==> config.mk <==
export PLATFORM = sky130hd
export DESIGN_NAME = chan_logout_seq
export DESIGN_NICKNAME = d
export VERILOG_FILES = /design/src/rtl/chlog_pkg.sv /design/src/rtl/chlog_errcnt.sv /design/src/rtl/chlog_format.sv /design/src/rtl/chlog_writer.sv /design/src/rtl/chan_logout_seq.sv
export SDC_FILE = /design/constraint.sdc
export NUM_CORES = 1
export LEC_CHECK = 0
export BUFFER_PORTS_ARGS = -buffer_cell sky130_fd_sc_hd__clkbuf_2
export CAP_MARGIN = 20
export CORE_MARGIN = 2
export CORE_UTILIZATION = 30
export CTS_BUF_LIST = sky130_fd_sc_hd__clkbuf_2
export CTS_CLUSTER_SIZE = 8
export DETAILED_ROUTE_END_ITERATION = 8
export GPL_TIMING_DRIVEN = 0
export PLACE_DENSITY = 0.44
export SLEW_MARGIN = 40
export SYNTH_ARGS = -nofsm -noshare
export SYNTH_HDL_FRONTEND = slang
export SYNTH_SLANG_ARGS = --single-unit
==> constraint.sdc <==
create_clock -name clk -period 5.2 [get_ports clk]
set_input_delay 0.78 -clock clk [delete_from_list [all_inputs] [get_ports clk]]
set_output_delay 0.78 -clock clk [all_outputs]
set_load 0.005 [all_outputs]
==> src/rtl/chlog_pkg.sv <==
package chlog_pkg;
  localparam int REC_BYTES = 8;
  localparam int IDX_W     = $clog2(REC_BYTES);
  localparam int CNT_W     = 6;

  typedef enum logic [1:0] {
    CK_MACHINE = 2'b00,
    CK_CHANCTL = 2'b01,
    CK_IFACE   = 2'b10,
    CK_SPARE   = 2'b11
  } chk_kind_e;

  typedef enum int {
    OFS_TRAP = 0, OFS_BRANCH = 1, OFS_CHBR_A = 2, OFS_COUNT = 3,
    OFS_CHBR_B = 4, OFS_DIAG = 5, OFS_CODE = 6, OFS_DEV = 7
  } rec_ofs_e;

  typedef logic [REC_BYTES-1:0][7:0] rec_bytes_t;

  typedef struct packed {
    logic       mchk;
    rec_bytes_t bytes;
  } rec_t;
endpackage

==> src/rtl/chlog_errcnt.sv <==
module chlog_errcnt #(
  parameter int W = 6
) (
  input  logic         clk,
  input  logic         rst_n,
  input  logic         inc,
  output logic [W-1:0] cnt_next
);
  localparam logic [W-1:0] CNT_MAX = {W{1'b1}};

  logic [W-1:0] cnt_q;

  always_comb begin
    if (cnt_q == CNT_MAX) cnt_next = cnt_q;
    else                  cnt_next = cnt_q + 1'b1;
  end

  always_ff @(posedge clk or negedge rst_n) begin
    if (!rst_n)   cnt_q <= '0;
    else if (inc) cnt_q <= cnt_next;
  end
endmodule

==> src/rtl/chlog_format.sv <==
module chlog_format
  import chlog_pkg::*;
(
  input  logic [1:0]       chk_kind,
  input  logic             chan_burst,
  input  logic             tmo_flag,
  input  logic             trap_flag,
  input  logic [3:0]       tmo_count,
  input  logic [2:0]       misc_bits,
  input  logic [7:0]       reg_trap_prio,
  input  logic [7:0]       reg_branch,
  input  logic [7:0]       reg_chbr_a,
  input  logic [7:0]       reg_chbr_b,
  input  logic [7:0]       reg_diag,
  input  logic [7:0]       dev_addr,
  input  logic [CNT_W-1:0] err_cnt,
  output rec_t             rec
);
  chk_kind_e  kind;
  logic [1:0] logout_code;
  logic [7:0] code_byte;
  logic [7:0] count_byte;

  assign kind        = chk_kind_e'(chk_kind);
  assign logout_code = (kind == CK_IFACE) ? 2'b11 : 2'b00;

  // Channel-kind dependent packing; leading marker bits differ per layout.
  always_comb begin
    if (chan_burst) code_byte = {2'b01, tmo_flag, tmo_count, trap_flag};
    else            code_byte = {3'b001, tmo_flag, misc_bits, trap_flag};
  end

  // Logout code sits in bits 6:5, counter fills the rest.
  assign count_byte = {err_cnt[5], logout_code, err_cnt[4:0]};

  always_comb begin
    rec.mchk              = (kind == CK_MACHINE);
    rec.bytes             = '0;
    rec.bytes[OFS_TRAP]   = reg_trap_prio;
    rec.bytes[OFS_BRANCH] = reg_branch;
    rec.bytes[OFS_CHBR_A] = reg_chbr_a;
    rec.bytes[OFS_COUNT]  = count_byte;
    rec.bytes[OFS_CHBR_B] = reg_chbr_b;
    rec.bytes[OFS_DIAG]   = reg_diag;
    rec.bytes[OFS_CODE]   = code_byte;
    rec.bytes[OFS_DEV]    = dev_addr;
  end
endmodule

==> src/rtl/chlog_writer.sv <==
module chlog_writer
  import chlog_pkg::*;
#(
  parameter int              ADDR_W    = 8,
  parameter logic [ADDR_W-1:0] BASE_ADDR = 'h80
) (
  input  logic              clk,
  input  logic              rst_n,
  input  logic              strobe,
  input  rec_t              rec_in,
  output logic              wr_valid,
  input  logic              wr_ready,
  output logic [ADDR_W-1:0] wr_addr,
  output logic [7:0]        wr_data,
  output logic              busy,
  output logic              irq_valid,
  output logic              irq_mchk
);
  localparam logic [IDX_W-1:0] LAST_IDX = IDX_W'(REC_BYTES - 1);

  rec_t             act_q, pend_q;
  logic             pend_v_q, busy_q;
  logic [IDX_W-1:0] idx_q;
  logic             irq_q, irq_mchk_q;

  logic accept, finish, start_pend, start_in, to_pend;

  assign accept     = busy_q & wr_ready;
  assign finish     = accept & (idx_q == LAST_IDX);
  assign start_pend = finish & pend_v_q;
  assign start_in   = strobe & (~busy_q | (finish & ~pend_v_q));
  assign to_pend    = strobe & busy_q & ~(finish & ~pend_v_q);

  always_ff @(posedge clk or negedge rst_n) begin
    if (!rst_n) begin
      act_q      <= '0;
      pend_q     <= '0;
      pend_v_q   <= 1'b0;
      busy_q     <= 1'b0;
      idx_q      <= '0;
      irq_q      <= 1'b0;
      irq_mchk_q <= 1'b0;
    end else begin
      irq_q <= finish;
      if (finish) irq_mchk_q <= act_q.mchk;

      if (start_pend) begin
        act_q <= pend_q;
        idx_q <= '0;
      end else if (start_in) begin
        act_q  <= rec_in;
        idx_q  <= '0;
        busy_q <= 1'b1;
      end else if (finish) begin
        busy_q <= 1'b0;
        idx_q  <= '0;
      end else if (accept) begin
        idx_q <= idx_q + 1'b1;
      end

      if (to_pend) begin
        pend_q   <= rec_in;
        pend_v_q <= 1'b1;
      end else if (start_pend) begin
        pend_v_q <= 1'b0;
      end
    end
  end

  assign wr_valid  = busy_q;
  assign busy      = busy_q;
  assign wr_addr   = BASE_ADDR + ADDR_W'(idx_q);
  assign wr_data   = act_q.bytes[idx_q];
  assign irq_valid = irq_q;
  assign irq_mchk  = irq_mchk_q;
endmodule

==> src/rtl/chan_logout_seq.sv <==
module chan_logout_seq
  import chlog_pkg::*;
#(
  parameter int                ADDR_W    = 8,
  parameter logic [ADDR_W-1:0] BASE_ADDR = 'h80
) (
  input  logic              clk,
  input  logic              rst_n,
  input  logic              chk_strobe,
  input  logic [1:0]        chk_kind,
  input  logic              chan_burst,
  input  logic              tmo_flag,
  input  logic              trap_flag,
  input  logic [3:0]        tmo_count,
  input  logic [2:0]        misc_bits,
  input  logic [7:0]        reg_trap_prio,
  input  logic [7:0]        reg_branch,
  input  logic [7:0]        reg_chbr_a,
  input  logic [7:0]        reg_chbr_b,
  input  logic [7:0]        reg_diag,
  input  logic [7:0]        dev_addr,
  output logic              wr_valid,
  input  logic              wr_ready,
  output logic [ADDR_W-1:0] wr_addr,
  output logic [7:0]        wr_data,
  output logic              busy,
  output logic              irq_valid,
  output logic              irq_mchk
);
  logic [CNT_W-1:0] cnt_next;
  rec_t             rec_new;

  chlog_errcnt #(.W(CNT_W)) u_cnt (
    .clk      (clk),
    .rst_n    (rst_n),
    .inc      (chk_strobe),
    .cnt_next (cnt_next)
  );

  chlog_format u_fmt (
    .chk_kind      (chk_kind),
    .chan_burst    (chan_burst),
    .tmo_flag      (tmo_flag),
    .trap_flag     (trap_flag),
    .tmo_count     (tmo_count),
    .misc_bits     (misc_bits),
    .reg_trap_prio (reg_trap_prio),
    .reg_branch    (reg_branch),
    .reg_chbr_a    (reg_chbr_a),
    .reg_chbr_b    (reg_chbr_b),
    .reg_diag      (reg_diag),
    .dev_addr      (dev_addr),
    .err_cnt       (cnt_next),
    .rec           (rec_new)
  );

  chlog_writer #(.ADDR_W(ADDR_W), .BASE_ADDR(BASE_ADDR)) u_wr (
    .clk       (clk),
    .rst_n     (rst_n),
    .strobe    (chk_strobe),
    .rec_in    (rec_new),
    .wr_valid  (wr_valid),
    .wr_ready  (wr_ready),
    .wr_addr   (wr_addr),
    .wr_data   (wr_data),
    .busy      (busy),
    .irq_valid (irq_valid),
    .irq_mchk  (irq_mchk)
  );
endmodule

==> flow_metrics.env, run 1 <==
export IMPL_intPower_mw=2.24
export IMPL_path_delay_family="multiplexers"
export IMPL_pre_cts_ws_ns=2.66
export IMPL_coreArea_um2=20200
export IMPL_slew_headroom=0.570
export IMPL_leakagePower_nw=3.84
export IMPL_synthAdderAreaFrac=0.00607
export IMPL_crit_top_cell="buf_6"
export IMPL_finalHoldViolations=0
export IMPL_wl_um=18000
export IMPL_syn_area_per_cell_um2=10.6
export IMPL_wl_per_cell_um=18.7
export IMPL_path_cells="buf_6 > buf_6 > mux4_2 > mux2_2 > clkbuf_2"
export IMPL_reg2regPathDepth=8
export IMPL_place_area_um2=6970
export IMPL_arrival_ns=2.45
export IMPL_firstDrtPassIters=6
export IMPL_fin_ws_ns=1.97
export IMPL_die_area_um2=21800
export IMPL_timing_hold_ws_ns=0.0778
export IMPL_pwr_share_seq=0.494
export IMPL_vdd_ir_drop_max_mv=0.255
export IMPL_grt_start_max_net_pins=66
export IMPL_min_period_ns=3.23
export IMPL_tightest_slew_ns=0.645
export IMPL_synthToLayoutAreaGrowth_pct=16.8
export IMPL_slowest_delay_ns=0.50
export IMPL_synth_seq_cells=139
export IMPL_drv_cap=0
export IMPL_setup_viol=0
export IMPL_p_sw_mw=1.16
export IMPL_first_global_vias=4704
export IMPL_num_vias=4793
export IMPL_grt_pass1_wl_um=28000
export IMPL_clock_sinks=139
export IMPL_cts_resized=0
export IMPL_clk_pin_slew_ns=0.21
export IMPL_rsz0062_at_grt="no"
export IMPL_grt_usage=0.171
export IMPL_path_class="flip-flop to primary output"
export IMPL_cts_setup_buffers=0
export IMPL_synth_compound_area_frac=0.133
export IMPL_avgViaCountPerCell=4.96
export IMPL_power_frac_comb=0.301
export IMPL_crit_path_end_kind="primary output"
export IMPL_port_buffers=77
export IMPL_synth_simple_gate_area_frac=0.128
export IMPL_netlist_instances=582
export IMPL_status="completed"
export IMPL_htree_num_levels=4
export IMPL_synthDistinctLibCells=35
export IMPL_fillers=2052
export IMPL_synth_warnings=0
export IMPL_synth_area_leaders="dfrtp_1 56%, nand2_1 11%, a222oi_1 8.1%"
export IMPL_ctsHoldBuffers=0
export IMPL_synth_top_area_share=0.562
export IMPL_grt_overflow=0
export IMPL_fin_cells=966
export IMPL_skew_ns=0.0262
export IMPL_path_buf_inv=3
export IMPL_synth_top_family_by_area="compound AO/OA/AOI/OAI gates"
export IMPL_slew_viol_final=0
export IMPL_cts_buffers=17
export IMPL_period_share=0.622
export IMPL_cts_tree="built"
export IMPL_worstPathRequired_ns=4.42
export IMPL_drive_gt1_frac=0.252
export IMPL_crit_slowest_cell="mux4_2"
export IMPL_synth_xor_area_frac=0.00283
export IMPL_start_kind="flip-flop"
export IMPL_die_y_um=148
export IMPL_cp_num_cells=5
export IMPL_globalplace_congestion=0.766
export IMPL_swShare=0.341
export IMPL_seq_area_frac_synth=0.562
export IMPL_placed_cells_incl_taps=934
export IMPL_clock_latency_ns=0.68
export IMPL_cts_root_buf="clkbuf_2"
export IMPL_synth_area_um2=6180
export IMPL_tns_ns=0
export IMPL_drc_errors=0
export IMPL_dpl_hpwl_um=12900
export IMPL_rows=52
export IMPL_power_mw=3.39
export IMPL_p_clk_frac=0.205
export IMPL_drt_iter0_markers=537
export IMPL_synthMuxAreaShare=0.0876
export IMPL_synth_largest_area_cell="dfrtp_1"
export IMPL_crit_path_max_fanout=10
export IMPL_dieWidth_um=148
export IMPL_ios=84
export IMPL_clk_path_buf_depth=2
export IMPL_antenna_found_initial=1
export IMPL_design_area_um2=7220
export IMPL_ant_nets=0
export IMPL_powerDensity_nw_per_um2=470
export IMPL_fin_nets=750
export IMPL_post_route_util=0.357
export IMPL_hold_class="input port to async pin"
export IMPL_max_clock_freq_mhz=309
export IMPL_start_util=0.306
-- cells by family after synthesis --
logic type,count (synthesis)
other cells,2
flops,139
buf+inv,102
fa+ha+maj,3
mux,34
compound gates,102
xor+xnor,2
simple gates,198
-- cell type report --
class,instances,area [um^2],area share
Antenna cell,1,2.50,0.000347
Inverter,54,203,0.0281
Tap cell,270,338,0.0468
Clock inverter,11,151,0.0210
Buffer,48,289,0.0400
Clock buffer,20,100,0.0139
Sequential cell,139,3480,0.482
Multi-Input combinational cell,344,2230,0.308
Timing Repair Buffer,79,434,0.0601
-- state kept, by name, indices dropped and copies added, names as in the netlist --
register        flops
u_wr.busy           1
u_cnt.cnt_q         6
u_wr.irq_mchk       1
u_wr.idx_q          3
u_wr.act_q         63
u_wr.pend_v_q       1
u_wr.pend_q        63
u_wr.irq_valid      1
-- synth_stat cells, drive strengths merged --
library cell  count
a21o              2
mux4             15
nand3             5
nor3              2
mux2             11
nand2           174
a31o              1
a22oi            14
inv              54
o21ai            25
ha                3
a21oi             5
o31ai             3
nand3b            1
nand2b            3
o22ai             1
nor2              5
and2              1
mux2i             8
a21boi            1
xnor2             2
nor3b             2
a222oi           50
nand4             1
dfrtp           139
nor2b             1
and3              3
buf              40
clkbuf            8
conb              2
-- metal layers --
metal	routed length [um]	GRT usage
met1	8450	0.246
met3	1050	0.0395
met4	112	0.0313
met2	8430	0.267
met5	0	0
-- cells in the final DEF, fill, tap and decap left out, types with 3 or more instances in the layout --
master     Yosys  routed
nand2_1      174     174
dfrtp_1      139     139
clkbuf_2       0      96
inv_1         53      53
a222oi_1      50      50
o21ai_0       25      25
buf_2         24      24
mux4_2        15      15
a22oi_1       14      14
mux2_2        11      11
clkbuf_1       8       8
mux2i_1        8       8
buf_6          7       7
buf_4          7       7
nor2_1         5       5
a21oi_1        5       5
conb_1         2       5
nand3_1        4       4
clkinv_2       0       4
bufinv_16      0       4
and3_1         3       3
nand2b_1       3       3
o31ai_1        3       3
ha_1           3       3
clkinv_1       0       3
-- power by group through the flow --
stage | Clock, mW | Sequential, mW | Combinational [mW]
final | 0.694 | 1.68 | 1.02
after global routing | 0.778 | 1.70 | 1.14
after CTS | 0.719 | 1.67 | 1.04
after detailed placement | 0 | 1.69 | 1.04
after global placement | 0 | 1.68 | 1.01
after floorplan | 0 | 1.56 | 0.717
-- final timing paths --
path | slack [ns] | end | from
setup reg to reg | 2.80 | u_wr.pend_q[60]$_DFFE_PN0P_ | u_wr.idx_q[0]$_DFFE_PN0P_
max in group asynchronous | 4.24 | u_wr.act_q[32]$_DFFE_PN0P_ | rst_n
hold / removal | 0.08 | u_wr.act_q[60]$_DFFE_PN0P_ | rst_n
hold reg to reg | 0.50 | u_wr.pend_q[51]$_DFFE_PN0P_ | u_wr.pend_q[51]$_DFFE_PN0P_
setup / recovery | 1.97 | wr_data[2] | u_wr.idx_q[0]$_DFFE_PN0P_
min in group clk | 0.28 | u_wr.pend_q[34]$_DFFE_PN0P_ | reg_chbr_b[2]
Power figures use the tool's default switching activity.
==> inputs of run 2 (changes only) <==
==> constraint.sdc (replaced) <==
create_clock -name clk -period 3.2 [get_ports clk]
set_input_delay 0.48 -clock clk [delete_from_list [all_inputs] [get_ports clk]]
set_output_delay 0.48 -clock clk [all_outputs]
set_load 0.005 [all_outputs]
==> run 2 against run 1 <==
Compared with the run above: routed wire length grew 1.9%; final cell count grew 5.5%; clock skew grew 0.0024 ns; sequential power grew 62%; combinational power grew 68%; clock power grew 63%; critical path depth is the same; sequential cell count is the same; count of clock-buffer cells in the layout is the same; critical path type unchanged.
==> flow_metrics.env, run 2 (synthesized netlist as in run 1, its figures left out) <==
export IMPL_wl_per_cell_um=18.0
export IMPL_cts_buffers=17
export IMPL_clk_pin_slew_ns=0.17
export IMPL_finalHoldViolations=0
export IMPL_clk_path_buf_depth=2
export IMPL_slew_viol_final=0
export IMPL_grt_pass1_wl_um=28600
export IMPL_skew_ns=0.0286
export IMPL_most_common_layout_cells="174 x nand2_1, 139 x dfrtp_1, 96 x clkbuf_2"
export IMPL_htree_num_levels=4
export IMPL_clock_sinks=139
export IMPL_placed_cells_incl_taps=934
export IMPL_globalplace_congestion=0.766
export IMPL_crit_slowest_cell="mux4_2"
export IMPL_worstHoldPathCells=3
export IMPL_cts_setup_buffers=0
export IMPL_status="completed"
export IMPL_rr_endpoint="u_wr.pend_q[64]$_DFFE_PN0P_"
export IMPL_path_class="flip-flop to primary output"
export IMPL_drv_cap=0
export IMPL_grt_usage=0.174
export IMPL_leakagePower_nw=4.06
export IMPL_cts_tree="built"
export IMPL_start_util=0.306
export IMPL_drc_errors=0
export IMPL_final_common_cell="nand2_1"
export IMPL_crit_path_max_fanout=10
export IMPL_cts_root_buf="clkbuf_2"
export IMPL_fin_nets=803
export IMPL_fin_cells=1019
export IMPL_reg2reg_slack_ns=0.69
export IMPL_ctsHoldBuffers=53
export IMPL_powerDensity_nw_per_um2=718
export IMPL_regArea_um2=3480
export IMPL_period_share=0.919
export IMPL_path_cells="buf_6 > buf_6 > mux4_2 > mux2_2 > clkbuf_2"
export IMPL_slew_headroom=0.572
export IMPL_rows=52
export IMPL_coreArea_um2=20200
export IMPL_ios=84
export IMPL_dpl_hpwl_um=12900
export IMPL_fillers=2035
export IMPL_dieWidth_um=148
export IMPL_top_regs="u_wr.act_q x63, u_wr.pend_q x63, u_cnt.cnt_q x6"
export IMPL_grt_start_max_net_pins=66
export IMPL_multi_input_area_um2=2230
export IMPL_crit_top_cell="buf_6"
export IMPL_reg2regPathDepth=8
export IMPL_ant_nets=0
export IMPL_start_kind="flip-flop"
export IMPL_max_clock_freq_mhz=340
export IMPL_hold_path_end="u_wr.pend_q[53]$_DFFE_PN0P_"
export IMPL_firstDrtPassIters=9
export IMPL_wl_um=18400
export IMPL_setup_viol=0
export IMPL_synthToLayoutAreaGrowth_pct=25.3
export IMPL_worstPathRequired_ns=2.72
export IMPL_drt_iter0_markers=527
export IMPL_r2r_start="u_wr.idx_q[0]$_DFFE_PN0P_"
export IMPL_power_mw=5.56
export IMPL_slowest_delay_ns=0.50
export IMPL_first_global_vias=4867
export IMPL_cts_resized=0
export IMPL_die_area_um2=21800
export IMPL_drive_gt1_frac=0.234
export IMPL_min_from="tmo_flag"
export IMPL_timing_hold_ws_ns=0.114
export IMPL_antenna_found_initial=1
export IMPL_vdd_ir_drop_max_mv=0.414
export IMPL_clock_latency_ns=0.69
export IMPL_arrival_ns=2.46
export IMPL_tightest_slew_ns=0.642
export IMPL_num_vias=4980
export IMPL_crit_path_end_kind="primary output"
export IMPL_rsz0062_at_grt="no"
export IMPL_min_period_ns=2.94
export IMPL_grt_overflow=0
export IMPL_hold_class="input port to flip-flop"
export IMPL_avgViaCountPerCell=4.89
export IMPL_die_y_um=148
export IMPL_port_buffers=77
run 2: worst max path at each step:
| stage | start | end | slack, ns | cells past startpoint |
|---|---|---|---|---|
| finish | u_wr.idx_q[0]$_DFFE_PN0P_ | wr_data[2] | 0.26 | 5 |
| global route | u_wr.idx_q[0]$_DFFE_PN0P_ | wr_data[2] | 0.08 | 5 |
| CTS | u_wr.idx_q[0]$_DFFE_PN0P_ | wr_data[2] | 0.16 | 5 |
| detailed placement | u_wr.idx_q[0]$_DFFE_PN0P_ | u_wr.pend_q[60]$_DFFE_PN0P_ | 0.86 | 8 |
| global placement | rst_n | u_wr.pend_q[18]$_DFFE_PN0P_ | -0.73 | 1 |
| floorplan | u_wr.idx_q[0]$_DFFE_PN0P_ | wr_data[2] | 1.24 | 4 |
run 2: power by group:
| part | leakage [nW] | total, mW | internal [mW] | switching, mW |
|---|---|---|---|---|
| logic | 2.18 | 1.71 | 0.890 | 0.821 |
| registers | 1.72 | 2.72 | 2.28 | 0.445 |
| clock network | 0.160 | 1.13 | 0.506 | 0.623 |
run 2: worst max-delay path, delay by kind of cell (launching register included):
kind,cells,cell delay [ns]
flops,1,0.47
mux,2,0.80
buf+inv,3,0.53
run 2: final cells by class:
class,instances,share of cell area
Sequential cell,139,0.449
Multi-Input combinational cell,344,0.287
Timing Repair Buffer,132,0.124
Tap cell,270,0.0436
Buffer,48,0.0373
Inverter,54,0.0261
Clock inverter,11,0.0195
Clock buffer,20,0.0129
Antenna cell,1,0.000323
run 2: per-layer routing:
metal	wire, um	track usage	part of all wire
met1	8690	0.251	0.47
met2	8540	0.273	0.46
met3	1050	0.0380	0.057
met4	112	0.0313	0.0061
met5	0	0	0
run 2: through the flow:
stage	setup slack, ns	instance area [um^2]	setup TNS, ns	util
finish	0.258	7750	0	0.383
global route	0.0755	7750	0	0.383
CTS	0.160	7750	0	0.383
detailed placement	0.856	6970	0	0.344
global placement	-0.730	6920	-99.85	0.342
floorplan	1.24	6200	0	-
==> inputs of run 3 (changes only) <==
--- a/config.mk
+++ b/config.mk
@@ -7,12 +7,12 @@
 export LEC_CHECK = 0
 export BUFFER_PORTS_ARGS = -buffer_cell sky130_fd_sc_hd__clkbuf_2
 export CAP_MARGIN = 20
-export CORE_MARGIN = 2
+export CORE_MARGIN = 3
 export CORE_UTILIZATION = 30
 export CTS_BUF_LIST = sky130_fd_sc_hd__clkbuf_2
 export CTS_CLUSTER_SIZE = 8
 export DETAILED_ROUTE_END_ITERATION = 8
-export GPL_TIMING_DRIVEN = 0
+export GPL_TIMING_DRIVEN = 1
 export PLACE_DENSITY = 0.44
 export SLEW_MARGIN = 40
 export SYNTH_ARGS = -nofsm -noshare
==> run 3 against run 2 <==
Compared with the run above: the run now ends with DRC left; hold slack got worse by 0.022 ns; final area decreased by 1.9%; via count shrank 3.5%; register-to-register slack lost 0.07 ns; setup slack better by 0.023 ns; sequential power decreased by 2%; non-clock buffer count fell by 36; count of clock-buffer cells in the layout shrank 1; sequential share of layout area grew 0.86 points; critical endpoint is now wr_data[4].
==> flow_metrics.env, run 3 (synthesized netlist as in run 1, its figures left out) <==
export IMPL_status="finished with violations"
export IMPL_violations="DRC"
export IMPL_globalplace_congestion=0.737
export IMPL_synthToLayoutAreaGrowth_pct=23.0
export IMPL_avgViaCountPerCell=4.91
export IMPL_die_y_um=150
export IMPL_vdd_ir_drop_max_mv=0.209
export IMPL_firstDrtPassIters=9
export IMPL_dpl_hpwl_um=10900
export IMPL_p_clk_frac=0.223
export IMPL_crit_slowest_cell="mux4_2"
export IMPL_dieWidth_um=150
export IMPL_tightest_slew_ns=0.752
export IMPL_rsz0062_at_grt="no"
export IMPL_port_buffers=78
export IMPL_die_area_um2=22400
export IMPL_p_sw_mw=1.84
export IMPL_path_cells="buf_4 > mux4_2 > mux2_2 > clkbuf_2"
export IMPL_drv_cap=0
export IMPL_crit_path_max_fanout=20
export IMPL_slowest_delay_ns=0.59
export IMPL_grt_overflow=0
export IMPL_grt_start_max_net_pins=79
export IMPL_hold_class="input port to flip-flop"
export IMPL_intPower_mw=3.74
export IMPL_fin_nets=767
export IMPL_arrival_ns=2.44
export IMPL_cts_tree="built"
export IMPL_rows=51
export IMPL_skew_ns=0.0352
export IMPL_slew_headroom=0.499
export IMPL_finalHoldViolations=0
export IMPL_clock_sinks=139
export IMPL_antenna_found_initial=1
export IMPL_power_frac_comb=0.299
export IMPL_most_common_layout_cells="174 x nand2_1, 139 x dfrtp_1, 96 x clkbuf_2"
export IMPL_grt_usage=0.160
export IMPL_clk_pin_slew_ns=0.23
export IMPL_drt_iter0_markers=558
export IMPL_start_kind="flip-flop"
export IMPL_ios=84
export IMPL_cts_root_buf="clkbuf_2"
export IMPL_powerDensity_nw_per_um2=733
export IMPL_htree_num_levels=4
export IMPL_drc_errors=3
export IMPL_ant_nets=0
export IMPL_drive_gt1_frac=0.216
export IMPL_worstPathRequired_ns=2.72
export IMPL_swShare=0.330
export IMPL_period_share=0.912
export IMPL_pwr_share_seq=0.479
export IMPL_post_route_util=0.383
export IMPL_reg2reg_slack_ns=0.62
export IMPL_wl_um=17200
export IMPL_path_delay_family="multiplexers"
export IMPL_min_period_ns=2.92
export IMPL_path_buf_inv=2
export IMPL_coreArea_um2=19800
export IMPL_start_util=0.312
export IMPL_first_global_vias=4775
export IMPL_cts_buffers=17
export IMPL_num_vias=4805
export IMPL_final_common_cell="nand2_1"
export IMPL_setup_viol=0
export IMPL_clk_path_buf_depth=2
export IMPL_path_class="flip-flop to primary output"
export IMPL_max_clock_freq_mhz=343
export IMPL_grt_pass1_wl_um=27600
export IMPL_wl_per_cell_um=17.6
export IMPL_slew_viol_final=0
export IMPL_leakagePower_nw=3.95
export IMPL_tns_ns=0
export IMPL_top_regs="u_wr.act_q x63, u_wr.pend_q x63, u_cnt.cnt_q x6"
export IMPL_clock_latency_ns=0.68
export IMPL_crit_path_end_kind="primary output"
[run 3: cell count changes in the layout (fill, tap and decap cells not counted), sizes merged]
cell | before | now
buf | 42 | 12
clkinvlp | 0 | 3
bufinv | 4 | 5
dlygate4sd3 | 53 | 54
clkbuf | 105 | 97
clkinv | 7 | 5
[run 3: area by class of cell]
class | instances | area, um^2
Clock buffer | 19 | 95.1
Clock inverter | 13 | 199
Tap cell | 265 | 332
Timing Repair Buffer | 144 | 1050
Antenna cell | 1 | 2.50
Sequential cell | 139 | 3480
Multi-Input combinational cell | 344 | 2240
Inverter | 54 | 203
Fill cell | 1972 | 12200
[run 3: routing by layer]
layer	global-route usage	vias to the layer above	part of all wire	wire length, um
li1	-	2259	-	-
met1	0.233	2392	0.47	8060
met2	0.246	149	0.46	7970
met3	0.0369	5	0.064	1100
met4	0.0316	0	0.0054	93
met5	0	-	0	0
[run 3: final timing paths]
kind / start / endpoint / depth (start not counted)
min in group asynchronous: rst_n / u_wr.pend_q[39]$_DFFE_PN0P_ / 2
max in group asynchronous: rst_n / u_wr.pend_q[13]$_DFFE_PN0P_ / 3
worst min register to register: u_wr.pend_q[10]$_DFFE_PN0P_ / u_wr.pend_q[10]$_DFFE_PN0P_ / 2
worst min-delay path: misc_bits[2] / u_wr.pend_q[51]$_DFFE_PN0P_ / 3
worst max-delay path: u_wr.idx_q[0]$_DFFE_PN0P_ / wr_data[4] / 4
worst max register to register: u_wr.idx_q[0]$_DFFE_PN0P_ / u_wr.act_q[64]$_DFFE_PN0P_ / 7
[run 3: worst min-delay path, stage by stage]
cell	delay (ns)
clkbuf_2	0.07
mux2i_1	0.07
o21ai_0	0.15
[run 3: per-stage QoR]
step	total power [mW]	hold WS, ns	std cells	setup slack [ns]	area (um^2)
floorplan	3.70	0.184	585	1.24	6200
global placement	4.31	0.458	892	0.730	6770
detailed placement	4.35	0.463	892	0.774	6770
CTS	5.67	0.0210	978	0.131	7600
global route	5.99	0.0273	979	0.0594	7610
finish	5.58	0.0920	979	0.281	7610
[run 3: timing repair]
item	4_1_cts	5_1_grt
setup endpoints to repair	0	0
resized for setup	0	0
hold buffers	54	0
hold endpoints to repair	172	0
setup buffers	0	0
[run 3: power groups by stage]
stage               Clock (mW)  Combinational [mW]  Sequential [mW]
global placement             0                1.61             2.70
CTS                       1.29                1.71             2.67
global route              1.37                1.88             2.73
finish                    1.24                1.67             2.67
detailed placement           0                1.65             2.70
floorplan                    0                1.16             2.54
